[src/rtl/eew_pkg.sv]
package eew_pkg;

   typedef enum logic [3:0] {
      ST_IDLE,
      ST_WREN,
      ST_GAP_A,
      ST_WCMD,
      ST_ADDR_H,
      ST_ADDR_L,
      ST_FETCH,
      ST_LATCH,
      ST_DHI,
      ST_DLO,
      ST_GAP_B,
      ST_PCMD,
      ST_PREAD,
      ST_GAP_C
   } seq_state_t;

   localparam logic [7:0] OP_WREN  = 8'h06;
   localparam logic [7:0] OP_WRITE = 8'h02;
   localparam logic [7:0] OP_RDSR  = 8'h05;
   localparam logic [7:0] OP_DUMMY = 8'h00;

   localparam int EE_AW = 16;

endpackage

[src/rtl/eew_spi_byte.sv]
module eew_spi_byte #(
   parameter bit CPOL = 1'b0,
   parameter int HALF = 3
) (
   input  logic       clk,
   input  logic       rst_n,
   input  logic       start,
   input  logic [7:0] tx,
   input  logic       miso,
   output logic       sck,
   output logic       mosi,
   output logic       busy,
   output logic       byte_done,
   output logic [7:0] rx
);

   localparam int DW = (HALF > 1) ? $clog2(HALF) : 1;
   localparam logic [DW-1:0] DIV_END = DW'(HALF - 1);

   if (HALF < 1) begin : g_bad_half
      $error("eew_spi_byte: HALF must be at least 1");
   end

   logic [DW-1:0] div_q;
   logic [2:0]    bit_q;
   logic          lead_q;
   logic          act_q;
   logic          mosi_q;
   logic          done_q;
   logic [7:0]    tx_q;
   logic [7:0]    rx_q;
   logic          tick;

   assign tick = act_q && (div_q == DIV_END);

   always_ff @(posedge clk or negedge rst_n) begin
      if (!rst_n) begin
         div_q  <= '0;
         bit_q  <= '0;
         lead_q <= 1'b0;
         act_q  <= 1'b0;
         mosi_q <= 1'b0;
         done_q <= 1'b0;
         tx_q   <= '0;
         rx_q   <= '0;
      end else begin
         done_q <= 1'b0;
         if (!act_q) begin
            if (start) begin
               act_q  <= 1'b1;
               tx_q   <= tx;
               div_q  <= '0;
               bit_q  <= '0;
               lead_q <= 1'b0;
            end
         end else begin
            div_q <= tick ? '0 : div_q + 1'b1;
            if (tick) begin
               if (!lead_q) begin
                  // leading edge: launch next bit
                  lead_q <= 1'b1;
                  mosi_q <= tx_q[7];
                  tx_q   <= {tx_q[6:0], 1'b0};
               end else begin
                  // trailing edge: capture
                  lead_q <= 1'b0;
                  rx_q   <= {rx_q[6:0], miso};
                  bit_q  <= bit_q + 1'b1;
                  if (bit_q == 3'd7) begin
                     act_q  <= 1'b0;
                     done_q <= 1'b1;
                  end
               end
            end
         end
      end
   end

   if (CPOL) begin : g_idle_high
      assign sck = ~lead_q;
   end else begin : g_idle_low
      assign sck = lead_q;
   end

   assign mosi      = mosi_q;
   assign busy      = act_q;
   assign byte_done = done_q;
   assign rx        = rx_q;

   p_start_when_free_r1: assert property (@(posedge clk) disable iff (!rst_n)
      start |-> !act_q);

   p_pulse_len_r12: assert property (@(posedge clk) disable iff (!rst_n)
      $rose(lead_q) |=> (lead_q || HALF == 1));

endmodule

[src/rtl/eew_guard.sv]
module eew_guard #(
   parameter int CFG_W     = 16,
   parameter int START_BIT = 13,
   parameter int T1_BIT    = 4,
   parameter int T2_BIT    = 5,
   parameter int MON_BIT   = 8
) (
   input  logic [CFG_W-1:0] cfg,
   input  logic             mon_pin,
   output logic             ok
);

   localparam logic [CFG_W-1:0] BLOCK_MASK =
      (CFG_W'(1) << START_BIT) | (CFG_W'(1) << T1_BIT) | (CFG_W'(1) << T2_BIT);
   localparam logic [CFG_W-1:0] MON_MASK = CFG_W'(1) << MON_BIT;

   if (START_BIT >= CFG_W || T1_BIT >= CFG_W || T2_BIT >= CFG_W || MON_BIT >= CFG_W)
   begin : g_bad_bits
      $error("eew_guard: interlock bit outside configuration word");
   end

   logic started;
   logic mon_clash;

   always_comb begin
      started   = |(cfg & BLOCK_MASK);
      mon_clash = mon_pin && (|(cfg & MON_MASK));
      ok        = !started && !mon_clash;
   end

endmodule

[src/rtl/eew_seq.sv]
module eew_seq
   import eew_pkg::*;
#(
   parameter int          SMALL_WORDS = 1024,
   parameter int          LARGE_WORDS = 32768,
   parameter int          PAGE_BYTES  = 128,
   parameter int          GAP_CYC     = 4,
   parameter int          POLL_MAX    = 20000,
   parameter int          WIP_BIT     = 0,
   parameter logic [15:0] TRIG_KEY    = 16'h5EED
) (
   input  logic                           clk,
   input  logic                           rst_n,
   input  logic                           trig_we,
   input  logic [15:0]                    trig_val,
   input  logic                           guard_ok,
   input  logic                           size_big,
   output logic                           mem_rd,
   output logic [$clog2(LARGE_WORDS)-1:0] mem_addr,
   input  logic [15:0]                    mem_rdata,
   output logic                           spi_start,
   output logic [7:0]                     spi_tx,
   input  logic                           spi_busy,
   input  logic                           spi_done,
   input  logic [7:0]                     spi_rx,
   output logic                           cs_n,
   output logic                           busy,
   output logic                           done,
   output logic                           err
);

   localparam int MEM_AW = $clog2(LARGE_WORDS);
   localparam int CNT_W  = MEM_AW + 1;
   localparam int PB_W   = $clog2(PAGE_BYTES) + 1;
   localparam int GAP_W  = $clog2(GAP_CYC + 1);
   localparam int POLL_W = $clog2(POLL_MAX + 1);
   localparam logic [CNT_W-1:0]  SMALL_N = CNT_W'(SMALL_WORDS);
   localparam logic [CNT_W-1:0]  LARGE_N = CNT_W'(LARGE_WORDS);
   localparam logic [PB_W-1:0]   PAGE_N  = PB_W'(PAGE_BYTES);
   localparam logic [PB_W-1:0]   TWO     = PB_W'(2);
   localparam logic [GAP_W-1:0]  GAP_END = GAP_W'(GAP_CYC - 1);
   localparam logic [POLL_W-1:0] POLL_END = POLL_W'(POLL_MAX - 1);

   if (PAGE_BYTES < 2 || (PAGE_BYTES & (PAGE_BYTES - 1)) != 0) begin : g_bad_page
      $error("eew_seq: PAGE_BYTES must be a power of two, at least 2");
   end
   if ((2 * SMALL_WORDS) % PAGE_BYTES != 0 || (2 * LARGE_WORDS) % PAGE_BYTES != 0)
   begin : g_bad_extent
      $error("eew_seq: extents must fill whole pages");
   end
   if (SMALL_WORDS > LARGE_WORDS || 2 * LARGE_WORDS > (1 << EE_AW)) begin : g_bad_size
      $error("eew_seq: extent does not fit the EEPROM byte address");
   end
   if (GAP_CYC < 1 || POLL_MAX < 1 || WIP_BIT > 7) begin : g_bad_misc
      $error("eew_seq: GAP_CYC and POLL_MAX must be positive, WIP_BIT below 8");
   end

   seq_state_t        state;
   logic              launched;
   logic [CNT_W-1:0]  word_addr;
   logic [CNT_W-1:0]  lim_q;
   logic [PB_W-1:0]   bcnt;
   logic [GAP_W-1:0]  gap_q;
   logic [POLL_W-1:0] poll_q;
   logic [15:0]       word_q;
   logic              busy_q;
   logic              done_q;
   logic              err_q;
   logic              sending;
   logic              key_hit;
   logic              dev_absent;
   logic [EE_AW-1:0]  byte_addr;

   assign key_hit    = trig_we && (trig_val == TRIG_KEY);
   assign dev_absent = &spi_rx;
   assign byte_addr  = EE_AW'({word_addr, 1'b0});
   assign sending    = state inside {ST_WREN, ST_WCMD, ST_ADDR_H, ST_ADDR_L,
                                     ST_DHI, ST_DLO, ST_PCMD, ST_PREAD};
   assign spi_start  = sending && !launched;
   assign cs_n       = state inside {ST_IDLE, ST_GAP_A, ST_GAP_B, ST_GAP_C};
   assign mem_rd     = (state == ST_FETCH);
   assign mem_addr   = word_addr[MEM_AW-1:0];
   assign busy       = busy_q;
   assign done       = done_q;
   assign err        = err_q;

   always_comb begin
      case (state)
         ST_WREN:   spi_tx = OP_WREN;
         ST_WCMD:   spi_tx = OP_WRITE;
         ST_ADDR_H: spi_tx = byte_addr[15:8];
         ST_ADDR_L: spi_tx = byte_addr[7:0];
         ST_DHI:    spi_tx = word_q[15:8];
         ST_DLO:    spi_tx = word_q[7:0];
         ST_PCMD:   spi_tx = OP_RDSR;
         default:   spi_tx = OP_DUMMY;
      endcase
   end

   always_ff @(posedge clk or negedge rst_n) begin
      if (!rst_n) begin
         state     <= ST_IDLE;
         launched  <= 1'b0;
         word_addr <= '0;
         lim_q     <= '0;
         bcnt      <= '0;
         gap_q     <= '0;
         poll_q    <= '0;
         word_q    <= '0;
         busy_q    <= 1'b0;
         done_q    <= 1'b0;
         err_q     <= 1'b0;
      end else begin
         if (spi_start)     launched <= 1'b1;
         else if (spi_done) launched <= 1'b0;

         case (state)
            ST_IDLE: begin
               if (key_hit) begin
                  done_q <= 1'b0;
                  if (guard_ok) begin
                     busy_q    <= 1'b1;
                     err_q     <= 1'b0;
                     word_addr <= '0;
                     lim_q     <= size_big ? LARGE_N : SMALL_N;
                     state     <= ST_WREN;
                  end else begin
                     err_q <= 1'b1;
                  end
               end
            end
            ST_WREN: if (spi_done) begin
               gap_q <= '0;
               state <= ST_GAP_A;
            end
            ST_GAP_A: begin
               if (gap_q == GAP_END) state <= ST_WCMD;
               else                  gap_q <= gap_q + 1'b1;
            end
            ST_WCMD:   if (spi_done) state <= ST_ADDR_H;
            ST_ADDR_H: if (spi_done) state <= ST_ADDR_L;
            ST_ADDR_L: if (spi_done) begin
               bcnt  <= '0;
               state <= ST_FETCH;
            end
            ST_FETCH: state <= ST_LATCH;
            ST_LATCH: begin
               word_q <= mem_rdata;
               state  <= ST_DHI;
            end
            ST_DHI: if (spi_done) state <= ST_DLO;
            ST_DLO: if (spi_done) begin
               word_addr <= word_addr + 1'b1;
               bcnt      <= bcnt + TWO;
               if (bcnt + TWO == PAGE_N) begin
                  gap_q <= '0;
                  state <= ST_GAP_B;
               end else begin
                  state <= ST_FETCH;
               end
            end
            ST_GAP_B: begin
               if (gap_q == GAP_END) begin
                  poll_q <= '0;
                  state  <= ST_PCMD;
               end else begin
                  gap_q <= gap_q + 1'b1;
               end
            end
            ST_PCMD: if (spi_done) state <= ST_PREAD;
            ST_PREAD: if (spi_done) begin
               if (dev_absent) begin
                  err_q  <= 1'b1;
                  busy_q <= 1'b0;
                  state  <= ST_IDLE;
               end else if (!spi_rx[WIP_BIT]) begin
                  gap_q <= '0;
                  state <= ST_GAP_C;
               end else if (poll_q == POLL_END) begin
                  err_q  <= 1'b1;
                  busy_q <= 1'b0;
                  state  <= ST_IDLE;
               end else begin
                  poll_q <= poll_q + 1'b1;
               end
            end
            ST_GAP_C: begin
               if (gap_q != GAP_END) begin
                  gap_q <= gap_q + 1'b1;
               end else if (word_addr == lim_q) begin
                  busy_q <= 1'b0;
                  done_q <= 1'b1;
                  state  <= ST_IDLE;
               end else begin
                  state <= ST_WREN;
               end
            end
            default: state <= ST_IDLE;
         endcase
      end
   end

   p_ignore_r2: assert property (@(posedge clk) disable iff (!rst_n)
      (state == ST_IDLE && trig_we && trig_val != TRIG_KEY) |=>
         (state == ST_IDLE && $stable(err_q) && $stable(done_q)));

   p_refuse_r3: assert property (@(posedge clk) disable iff (!rst_n)
      (state == ST_IDLE && key_hit && !guard_ok) |=> (err_q && !busy_q && cs_n));

   p_cs_quiet_r6: assert property (@(posedge clk) disable iff (!rst_n)
      cs_n |-> !spi_busy);

   p_page_bound_r6: assert property (@(posedge clk) disable iff (!rst_n)
      (state == ST_DLO && spi_done) |-> (bcnt + TWO <= PAGE_N));

   p_rd_in_range_r8: assert property (@(posedge clk) disable iff (!rst_n)
      mem_rd |-> (word_addr < lim_q));

   p_wait_wip_r9: assert property (@(posedge clk) disable iff (!rst_n)
      (state == ST_PREAD && spi_done && spi_rx[WIP_BIT]) |=>
         (state == ST_PREAD || state == ST_IDLE));

   p_flags_r11: assert property (@(posedge clk) disable iff (!rst_n)
      !(busy_q && done_q));

   p_quiet_idle_r11: assert property (@(posedge clk) disable iff (!rst_n)
      !busy_q |-> cs_n);

endmodule

[src/rtl/eeprom_image_writer.sv]
module eeprom_image_writer #(
   parameter bit          CPOL        = 1'b0,
   parameter int          SCK_HALF    = 3,
   parameter int          SMALL_WORDS = 1024,
   parameter int          LARGE_WORDS = 32768,
   parameter int          PAGE_BYTES  = 128,
   parameter int          GAP_CYC     = 4,
   parameter int          POLL_MAX    = 20000,
   parameter logic [15:0] TRIG_KEY    = 16'h5EED,
   parameter int          START_BIT   = 13,
   parameter int          T1_BIT      = 4,
   parameter int          T2_BIT      = 5,
   parameter int          MON_BIT     = 8
) (
   input  logic                           clk,
   input  logic                           rst_n,
   input  logic                           trig_we,
   input  logic [15:0]                    trig_val,
   input  logic [15:0]                    cfg_word,
   input  logic                           mon_en_pin,
   input  logic                           size_big,
   output logic                           mem_rd,
   output logic [$clog2(LARGE_WORDS)-1:0] mem_addr,
   input  logic [15:0]                    mem_rdata,
   output logic                           spi_sck,
   output logic                           spi_cs_n,
   output logic                           spi_mosi,
   input  logic                           spi_miso,
   output logic                           busy,
   output logic                           done,
   output logic                           err
);

   logic       guard_ok;
   logic       spi_start;
   logic [7:0] spi_tx;
   logic       spi_busy;
   logic       spi_done;
   logic [7:0] spi_rx;

   eew_guard #(
      .CFG_W     (16),
      .START_BIT (START_BIT),
      .T1_BIT    (T1_BIT),
      .T2_BIT    (T2_BIT),
      .MON_BIT   (MON_BIT)
   ) u_guard (
      .cfg     (cfg_word),
      .mon_pin (mon_en_pin),
      .ok      (guard_ok)
   );

   eew_seq #(
      .SMALL_WORDS (SMALL_WORDS),
      .LARGE_WORDS (LARGE_WORDS),
      .PAGE_BYTES  (PAGE_BYTES),
      .GAP_CYC     (GAP_CYC),
      .POLL_MAX    (POLL_MAX),
      .WIP_BIT     (0),
      .TRIG_KEY    (TRIG_KEY)
   ) u_seq (
      .clk       (clk),
      .rst_n     (rst_n),
      .trig_we   (trig_we),
      .trig_val  (trig_val),
      .guard_ok  (guard_ok),
      .size_big  (size_big),
      .mem_rd    (mem_rd),
      .mem_addr  (mem_addr),
      .mem_rdata (mem_rdata),
      .spi_start (spi_start),
      .spi_tx    (spi_tx),
      .spi_busy  (spi_busy),
      .spi_done  (spi_done),
      .spi_rx    (spi_rx),
      .cs_n      (spi_cs_n),
      .busy      (busy),
      .done      (done),
      .err       (err)
   );

   eew_spi_byte #(
      .CPOL (CPOL),
      .HALF (SCK_HALF)
   ) u_spi (
      .clk       (clk),
      .rst_n     (rst_n),
      .start     (spi_start),
      .tx        (spi_tx),
      .miso      (spi_miso),
      .sck       (spi_sck),
      .mosi      (spi_mosi),
      .busy      (spi_busy),
      .byte_done (spi_done),
      .rx        (spi_rx)
   );

endmodule

[config.mk]
export PLATFORM = sky130hd
export DESIGN_NAME = eeprom_image_writer
export DESIGN_NICKNAME = d
export VERILOG_FILES = /design/src/rtl/eew_pkg.sv /design/src/rtl/eew_spi_byte.sv /design/src/rtl/eew_guard.sv /design/src/rtl/eew_seq.sv /design/src/rtl/eeprom_image_writer.sv
export SDC_FILE = /design/constraint.sdc
export NUM_CORES = 1
export LEC_CHECK = 0
export ABC_AREA = 1
export BUFFER_PORTS_ARGS = -buffer_cell sky130_fd_sc_hd__buf_2
export CAP_MARGIN = 0
export CORE_ASPECT_RATIO = 1.75
export CORE_MARGIN = 1
export CORE_UTILIZATION = 35
export DETAILED_ROUTE_END_ITERATION = 6
export PLACE_DENSITY = 0.52
export SLEW_MARGIN = 10
export SYNTH_ARGS = -nofsm -noshare
export SYNTH_HDL_FRONTEND = slang
export SYNTH_HIERARCHICAL = 1
export SYNTH_SLANG_ARGS = --single-unit
[constraint.sdc]
create_clock -name clk -period 1.8 [get_ports clk]
set_input_delay 0.36 -clock clk [delete_from_list [all_inputs] [get_ports clk]]
set_output_delay 0.36 -clock clk [all_outputs]
set_load 0.02 [all_outputs]
# After elaboration in Yosys (flattened, before gate mapping)
# Cells that the tools add are included.
# word_totals
regBits	107
in_bits	54
elab_cells	200
# op_classes
addsub	6
eq_ne	48
muxes	89
n_bitwise	1
n_reduce_logical	37
# ops
cell	n
two-way mux 15 bit	5
two-way mux 4 bit	17
two-way mux 16 bit	4
case mux 4 bit (14 select lines)	1
case mux 8 bit (7 select lines)	1
two-way mux 8 bit	6
two-way mux 3 bit	12
two-way mux 1 bit	33
case mux 16 bit (2 select lines)	1
case mux 15 bit (2 select lines)	1
inequality test 2 bit, second input constant	13
== test 4 bit, second input constant	6
inequality test 2 x 1 -> 1 bit, second input constant	11
AND reduction 3 bit	6
adder 16 x 1 -> 16 bit, second input constant	1
== test 16 x 15 -> 1 bit, second input constant	1
== test 16 bit	1
== test 4 x 3 -> 1 bit, second input constant	4
case mux 8 bit (2 select lines)	1
AND reduction 8 bit	2
adder 15 x 1 -> 15 bit, second input constant	1
== test 15 bit, second input constant	1
case mux 3 bit (5 select lines)	1
AND reduction 14 bit	1
31 further kinds	50

# Depth between registers and ports, before layout
# depth
ltp_word	6
depth_mapped	13
depth_no_buf	12

# Modules after synthesis
# Netlist, hierarchy kept.
# modules_own_cells
mod	instances	cells_each	area_each_um2	seq_area_each_um2
eew_seq	1	670	4535.6	1676.6
eew_spi_byte	1	136	1122.3	625.6
eew_guard	1	4	17.5	0.0

# Worst setup path before layout
# No wires, ideal clock.
# synth_timing
kind	reg2reg
start	reg u_seq.state[0]
end	reg u_spi.tx_q[1]
arrival_ns	1.560
setup_slack_ns	0.123
path_stages_with_launch	12
synth_period_minus_slack_ns	1.677
cell_sequence	dfrtp_1 > nor2_2 > nand2_2 > buf_2 > o2111ai_1 > nand2_1 > inv_1 > nand2_2 > nand2_2 > nand2_4 > nand2_1 > nand2_1
# synth_via
elab_chain_cells	5
elab_cells_between_ends	15
# synth_rtl
item	line_no	rtl
start, declared	eew_seq.sv:58	seq_state_t state;
start signal, assigned	eew_seq.sv:102	state <= ST_IDLE;
start signal, assigned	eew_seq.sv:126	state <= ST_WREN;
start signal, assigned	eew_seq.sv:134	state <= ST_GAP_A;
== test 4 x 1 -> 1 bit, or another cell as far along	eew_seq.sv:77	assign sending = state inside {ST_WREN, ST_WCMD, ST_ADDR_H, ST_ADDR_L,
nonzero test 8 bit *	eew_seq.sv:77	
logical AND 1 bit *	eew_seq.sv:79	assign spi_start = sending && !launched;
net spi_start	eeprom_image_writer.sv:35	logic spi_start;
nonzero test 2 bit (no line) *	-	
AND reduction 3 bit (no line) *	-	
end signal, assigned	eew_spi_byte.sv:51	tx_q <= tx;
end signal, assigned	eew_spi_byte.sv:63	tx_q <= {tx_q[6:0], 1'b0};
end, declared	eew_spi_byte.sv:30	logic [7:0] tx_q;
# Mark *: on every way through the listed nets, which the timed path passes. The rest lies on a longest branch. The select of a mux whose other input is x is not followed.
# A chain may end at the register's enable or synchronous reset.

# Worst setup path after layout
# layout_timing
start	reg u_seq.state[1]
end	out spi_cs_n
# layout_via
elab_chain_cells	2
elab_cells_between_ends	5
# layout_rtl
item	line_no	rtl
== test 4 x 2 -> 1 bit, or another cell as far along	eew_seq.sv:80	assign cs_n = state inside {ST_IDLE, ST_GAP_A, ST_GAP_B, ST_GAP_C};
nonzero test 4 bit *	eew_seq.sv:80	
end, declared	eeprom_image_writer.sv:26	output logic spi_cs_n,
# Every way passes the cells marked *; elsewhere a longest branch is shown, timed or not.

==> impl_results.html <==
<table>
<tr><th>Metric</th><th>Value</th></tr>
<tr><th colspan="2">Outcome</th></tr>
<tr><td>Status</td><td>complete, but fails checks</td></tr>
<tr><td>Violations in the final reports</td><td>design-rule violations</td></tr>
<tr><th colspan="2">Floorplanning</th></tr>
<tr><td>Die Wd</td><td>98.3 um</td></tr>
<tr><td>Die Span Y</td><td>170 um</td></tr>
<tr><td>Cell row count</td><td>61</td></tr>
<tr><td>Die footprint</td><td>16,700 sq um</td></tr>
<tr><td>Core region area</td><td>15,900 sq um</td></tr>
<tr><td>Starting density of the core</td><td>35.8%</td></tr>
<tr><td>Top-level I/O count</td><td>76</td></tr>
<tr><th colspan="2">Logic synthesis</th></tr>
<tr><td>Total of warnings raised by yosys</td><td>6</td></tr>
<tr><td>Syn avg cell area</td><td>7.01 sq um</td></tr>
<tr><td>Top post-synthesis cells by area</td><td>dfrtp_1, nand2_1, nand3_1, nor2_1, inv_1</td></tr>
<tr><td>Total of flip-flops plus latches after synthesis</td><td>92</td></tr>
<tr><td>Predominant post-synthesis flop cell</td><td>dfrtp_1</td></tr>
<tr><td>Share of flip-flops with an asynchronous set or reset</td><td>100%</td></tr>
<tr><td>Count of flip-flops with a built-in enable after synthesis</td><td>0</td></tr>
<tr><td>Post-synthesis instance total</td><td>810</td></tr>
<tr><td>Top cell type's share of synthesized area</td><td>40.6%</td></tr>
<tr><td>Synthesized netlist net count</td><td>872</td></tr>
<tr><td>Cell type with the largest total area after synthesis</td><td>dfrtp_1</td></tr>
<tr><td>Cell area after technology mapping</td><td>5680 sq um</td></tr>
<tr><td>Register area share after synthesis</td><td>40.6%</td></tr>
<tr><td>Number of unique standard cell types used by synthesis</td><td>39</td></tr>
<tr><th colspan="2">Drt</th></tr>
<tr><td>Avg Vias per Cell</td><td>4.87</td></tr>
<tr><td>DR pass1 iterations</td><td>6</td></tr>
<tr><td>DR DRC count</td><td>3</td></tr>
<tr><td>Iteration-0 DRC Markers</td><td>271</td></tr>
<tr><td>Number of nets with antenna violations after detailed routing</td><td>0</td></tr>
<tr><td>Detailed-route wire length per cell</td><td>14.5 um</td></tr>
<tr><td>Total wire length after detailed routing</td><td>16,300 um</td></tr>
<tr><td>Vias after detailed routing</td><td>5,465</td></tr>
<tr><th colspan="2">Global routing</th></tr>
<tr><td>Via count of the first global-routing pass</td><td>5,423</td></tr>
<tr><td>Most heavily used metal layer in global routing</td><td>met2</td></tr>
<tr><td>Pin count of the biggest net entering global routing</td><td>55</td></tr>
<tr><td>Number of antenna violations at the first check in global routing</td><td>0</td></tr>
<tr><td>Global-route met1 utilization</td><td>20.5%</td></tr>
<tr><td>Grt total ovfl</td><td>0</td></tr>
<tr><td>Global routing usage summed across all routing layers</td><td>19.9%</td></tr>
<tr><td>Routing usage on met2</td><td>39.0%</td></tr>
<tr><td>GR met3 Demand/Resource</td><td>2.22%</td></tr>
<tr><td>First-pass GRT wire length</td><td>25,900 um</td></tr>
<tr><th colspan="2">Job</th></tr>
<tr><td>Number of max-cap violations</td><td>0</td></tr>
<tr><th colspan="2">STA</th></tr>
<tr><td>Final-report max-slew violation count</td><td>0</td></tr>
<tr><td>Final worst path period share</td><td>99.6%</td></tr>
<tr><td>Final min period</td><td>1790 ps</td></tr>
<tr><td>Worst-case hold slack</td><td>196 ps</td></tr>
<tr><td>Maximum clock skew at final layout</td><td>7.69 ps</td></tr>
<tr><td>Total of endpoints with negative setup slack in the final report</td><td>0</td></tr>
<tr><td>Sum of negative setup slack</td><td>0 ps</td></tr>
<tr><td>Slew margin rel.</td><td>67.0%</td></tr>
<tr><td>Hold Fails Final Rpt</td><td>0</td></tr>
<tr><td>Fmax</td><td>0.558 GHz</td></tr>
<tr><td>RSZ-0062 raised after global routing</td><td>yes</td></tr>
<tr><td>Least-Margin Pin Slew</td><td>495 ps</td></tr>
<tr><th colspan="2">Final layout</th></tr>
<tr><td>Area grow syn2layout</td><td>27.7%</td></tr>
<tr><td>Core Util, Final</td><td>45.6%</td></tr>
<tr><td>Fraction of final layout cells with drive strength greater than 1</td><td>27.2%</td></tr>
<tr><td>Net count reported at finish</td><td>990</td></tr>
<tr><td>Total inserted antenna cells</td><td>0</td></tr>
<tr><th colspan="2">Power</th></tr>
<tr><td>Switching power as a share of total power</td><td>24.1%</td></tr>
<tr><td>Net switching power of the design</td><td>0.978 mW</td></tr>
<tr><td>Share of total power in the clock network</td><td>45.8%</td></tr>
<tr><td>Power per cell area</td><td>560 nW/um^2</td></tr>
<tr><td>Pint</td><td>3.08 mW</td></tr>
<tr><td>Peak ir drop on the vdd network</td><td>0.348 mV</td></tr>
<tr><td>Sequential power share</td><td>51.1%</td></tr>
<tr><td>Logic gate share of total power</td><td>3.1%</td></tr>
<tr><td>Standby leakage power</td><td>3.62 nW</td></tr>
<tr><th colspan="2">Setup path</th></tr>
<tr><td>Worst Setup Path Type</td><td>register to primary output</td></tr>
<tr><td>Maximum fanout along the worst path</td><td>4</td></tr>
<tr><td>WP data arrival</td><td>1430 ps</td></tr>
<tr><td>Worst setup EP type</td><td>primary output</td></tr>
<tr><td>Required time worst endpoint</td><td>1440 ps</td></tr>
<tr><td>CP startpoint kind</td><td>register</td></tr>
<tr><td>Critical path origin</td><td>u_seq/state[1]</td></tr>
<tr><td>Critical R2R Launch</td><td>u_seq/state[1]</td></tr>
<tr><th colspan="2">Hold path</th></tr>
<tr><td>Launch point of the worst hold path</td><td>mem_rdata[14]</td></tr>
<tr><td>Class of the tightest hold or removal check</td><td>input pin to register</td></tr>
<tr><th colspan="2">CTS</th></tr>
<tr><td>Clock buffer depth</td><td>2</td></tr>
<tr><td>CTS clock-pin slew for the worst setup and hold paths</td><td>70 ps</td></tr>
<tr><td>Clock tree from TritonCTS</td><td>yes</td></tr>
<tr><td>Clock insertion delay at the later pin of the skew report</td><td>350 ps</td></tr>
<tr><td>Number of buffers created by CTS</td><td>9</td></tr>
<tr><td>H-tree lvl count</td><td>3</td></tr>
<tr><td>CTS Sinks</td><td>92</td></tr>
<tr><td>Buffer type at the clock tree root</td><td>clkbuf_16</td></tr>
<tr><th colspan="2">Place</th></tr>
<tr><td>Global placement routability congestion</td><td>0.871</td></tr>
<tr><td>HPWL reported at the end of detailed placement</td><td>12,000 um</td></tr>
<tr><td>Buffers added on ports</td><td>63</td></tr>
</table>
layout by cell type, fill, tap and decap left out, types with 9 or more instances in the layout:
master     instances
buf_2             60
buf_4             62
buf_6             11
clkbuf_16         10
dfrtp_1           88
inv_1             55
inv_2              9
nand2_1          312
nand2_2           17
nand2_4           14
nand3_1           62
nand4_1           10
nor2_1            72
nor2_2            11
nor3_1            11
o21ai_0           19
xor2_1            18
state kept, by name, indices dropped and copies added (netlist names), 2 cells and up:
signal           flops
u_seq/word_q        16
u_spi/bit_q          3
u_seq/gap_q          3
u_seq/poll_q        15
u_seq/lim_q          2
u_spi/tx_q           8
u_spi/rx             8
u_seq/word_addr     16
u_seq/state          4
u_spi/div_q          2
u_seq/bcnt           7
cell families (layout without fill, tap and decap cells):
family                     Yosys count  count (layout)  share of synthesized area (%)
xor gates and xnor gates            20              20                           3.09
adders and majority gates            8               8                           1.76
DFF                                 92              92                           40.6
AOI/OAI and AO/OA                   53              53                           6.08
and+or+nand+nor                    533             533                           39.6
buffers and inverters              104             227                           8.88
worst paths after layout:
kind / end / slack [ps] / depth (start not counted)
worst min-delay path: u_seq/word_q[14] / 200 / 3
max in group asynchronous: u_seq/word_q[4] / 760 / 3
worst max-delay path: spi_cs_n / 8 / 5
worst min register to register: u_spi/tx_q[4] / 470 / 2
min in group asynchronous: u_seq/poll_q[2] / 440 / 2
worst max register to register: u_seq/poll_q[6] / 50 / 10
layer usage:
layer,vias to the layer above,wire [um],part of all wire [%]
li1,2780,-,-
met5,-,0,0
met1,2530,6220,38
met3,39,477,2.9
met2,116,9000,55
met4,0,614,3.8
through the flow:
| stage | std cells | worst slack, ps | power [mW] | area (sq um) |
|---|---|---|---|---|
| global placement | 1080 | 35.4 | 2.24 | 6410 |
| global route | 1122 | -41.7 | 4.23 | 7250 |
| floorplan | 810 | 123 | 2.14 | 5680 |
| CTS | 1105 | -15.4 | 4.13 | 6840 |
| detailed placement | 1080 | 6.11 | 2.24 | 6410 |
| finish | 1122 | 7.77 | 4.06 | 7250 |
repair_timing:
item                                   4_1_cts  5_1_grt
endpoints found under the hold margin       19        0
resized for setup                           27       74
setup buffers                                8       16
gates cloned                                 0        1
setup endpoints to repair                    2       37
pin swaps                                    4       48
hold buffers                                 1        0
worst max-delay path: stages (launching register included):
cell and delay [ps]:
dfrtp_2 450, buf_6 130, nor2_4 200, nand2_4 100, nand2_2 80, buf_6 110
synthesized netlist by cell type, types with 2 or more instances:
| master | instances |
|---|---|
| nand2_1 | 335 |
| dfrtp_1 | 92 |
| nor2_1 | 79 |
| nand3_1 | 67 |
| inv_1 | 62 |
| o21ai_0 | 22 |
| xor2_1 | 18 |
| buf_4 | 16 |
| nor3_1 | 11 |
| inv_2 | 10 |
| nand4_1 | 10 |
| nor2_2 | 9 |
| ha_1 | 8 |
| o21ai_2 | 8 |
| buf_2 | 7 |
| a21oi_1 | 6 |
| buf_6 | 6 |
| o2111ai_1 | 5 |
| nand2_2 | 4 |
| nand2_4 | 4 |
| nand3b_1 | 3 |
| nor2_4 | 3 |
| or2_2 | 3 |
| a211oi_1 | 2 |
| a21oi_2 | 2 |
| a221oi_1 | 2 |
| clkbuf_1 | 2 |
| o22ai_1 | 2 |
| xnor2_1 | 2 |
power groups by stage:
| stage | Clock, mW | Sequential, mW | Combinational [mW] |
|---|---|---|---|
| after floorplan | 0 | 2.11 | 0.0237 |
| after global placement | 0 | 2.11 | 0.127 |
| after detailed placement | 0 | 2.11 | 0.129 |
| after CTS | 1.93 | 2.07 | 0.131 |
| after global routing | 2.01 | 2.07 | 0.146 |
| final | 1.86 | 2.07 | 0.126 |
cell type report:
| class | count | area, sq um |
|---|---|---|
| Tap cell | 189 | 236 |
| Inverter | 72 | 293 |
| Sequential cell | 92 | 2310 |
| Timing Repair Buffer | 139 | 1000 |
| Multi-Input combinational cell | 614 | 3130 |
| Clock buffer | 9 | 225 |
| Fill cell | 1671 | 8630 |
| Clock inverter | 7 | 57.6 |
(Power assumes the default switching activity.)
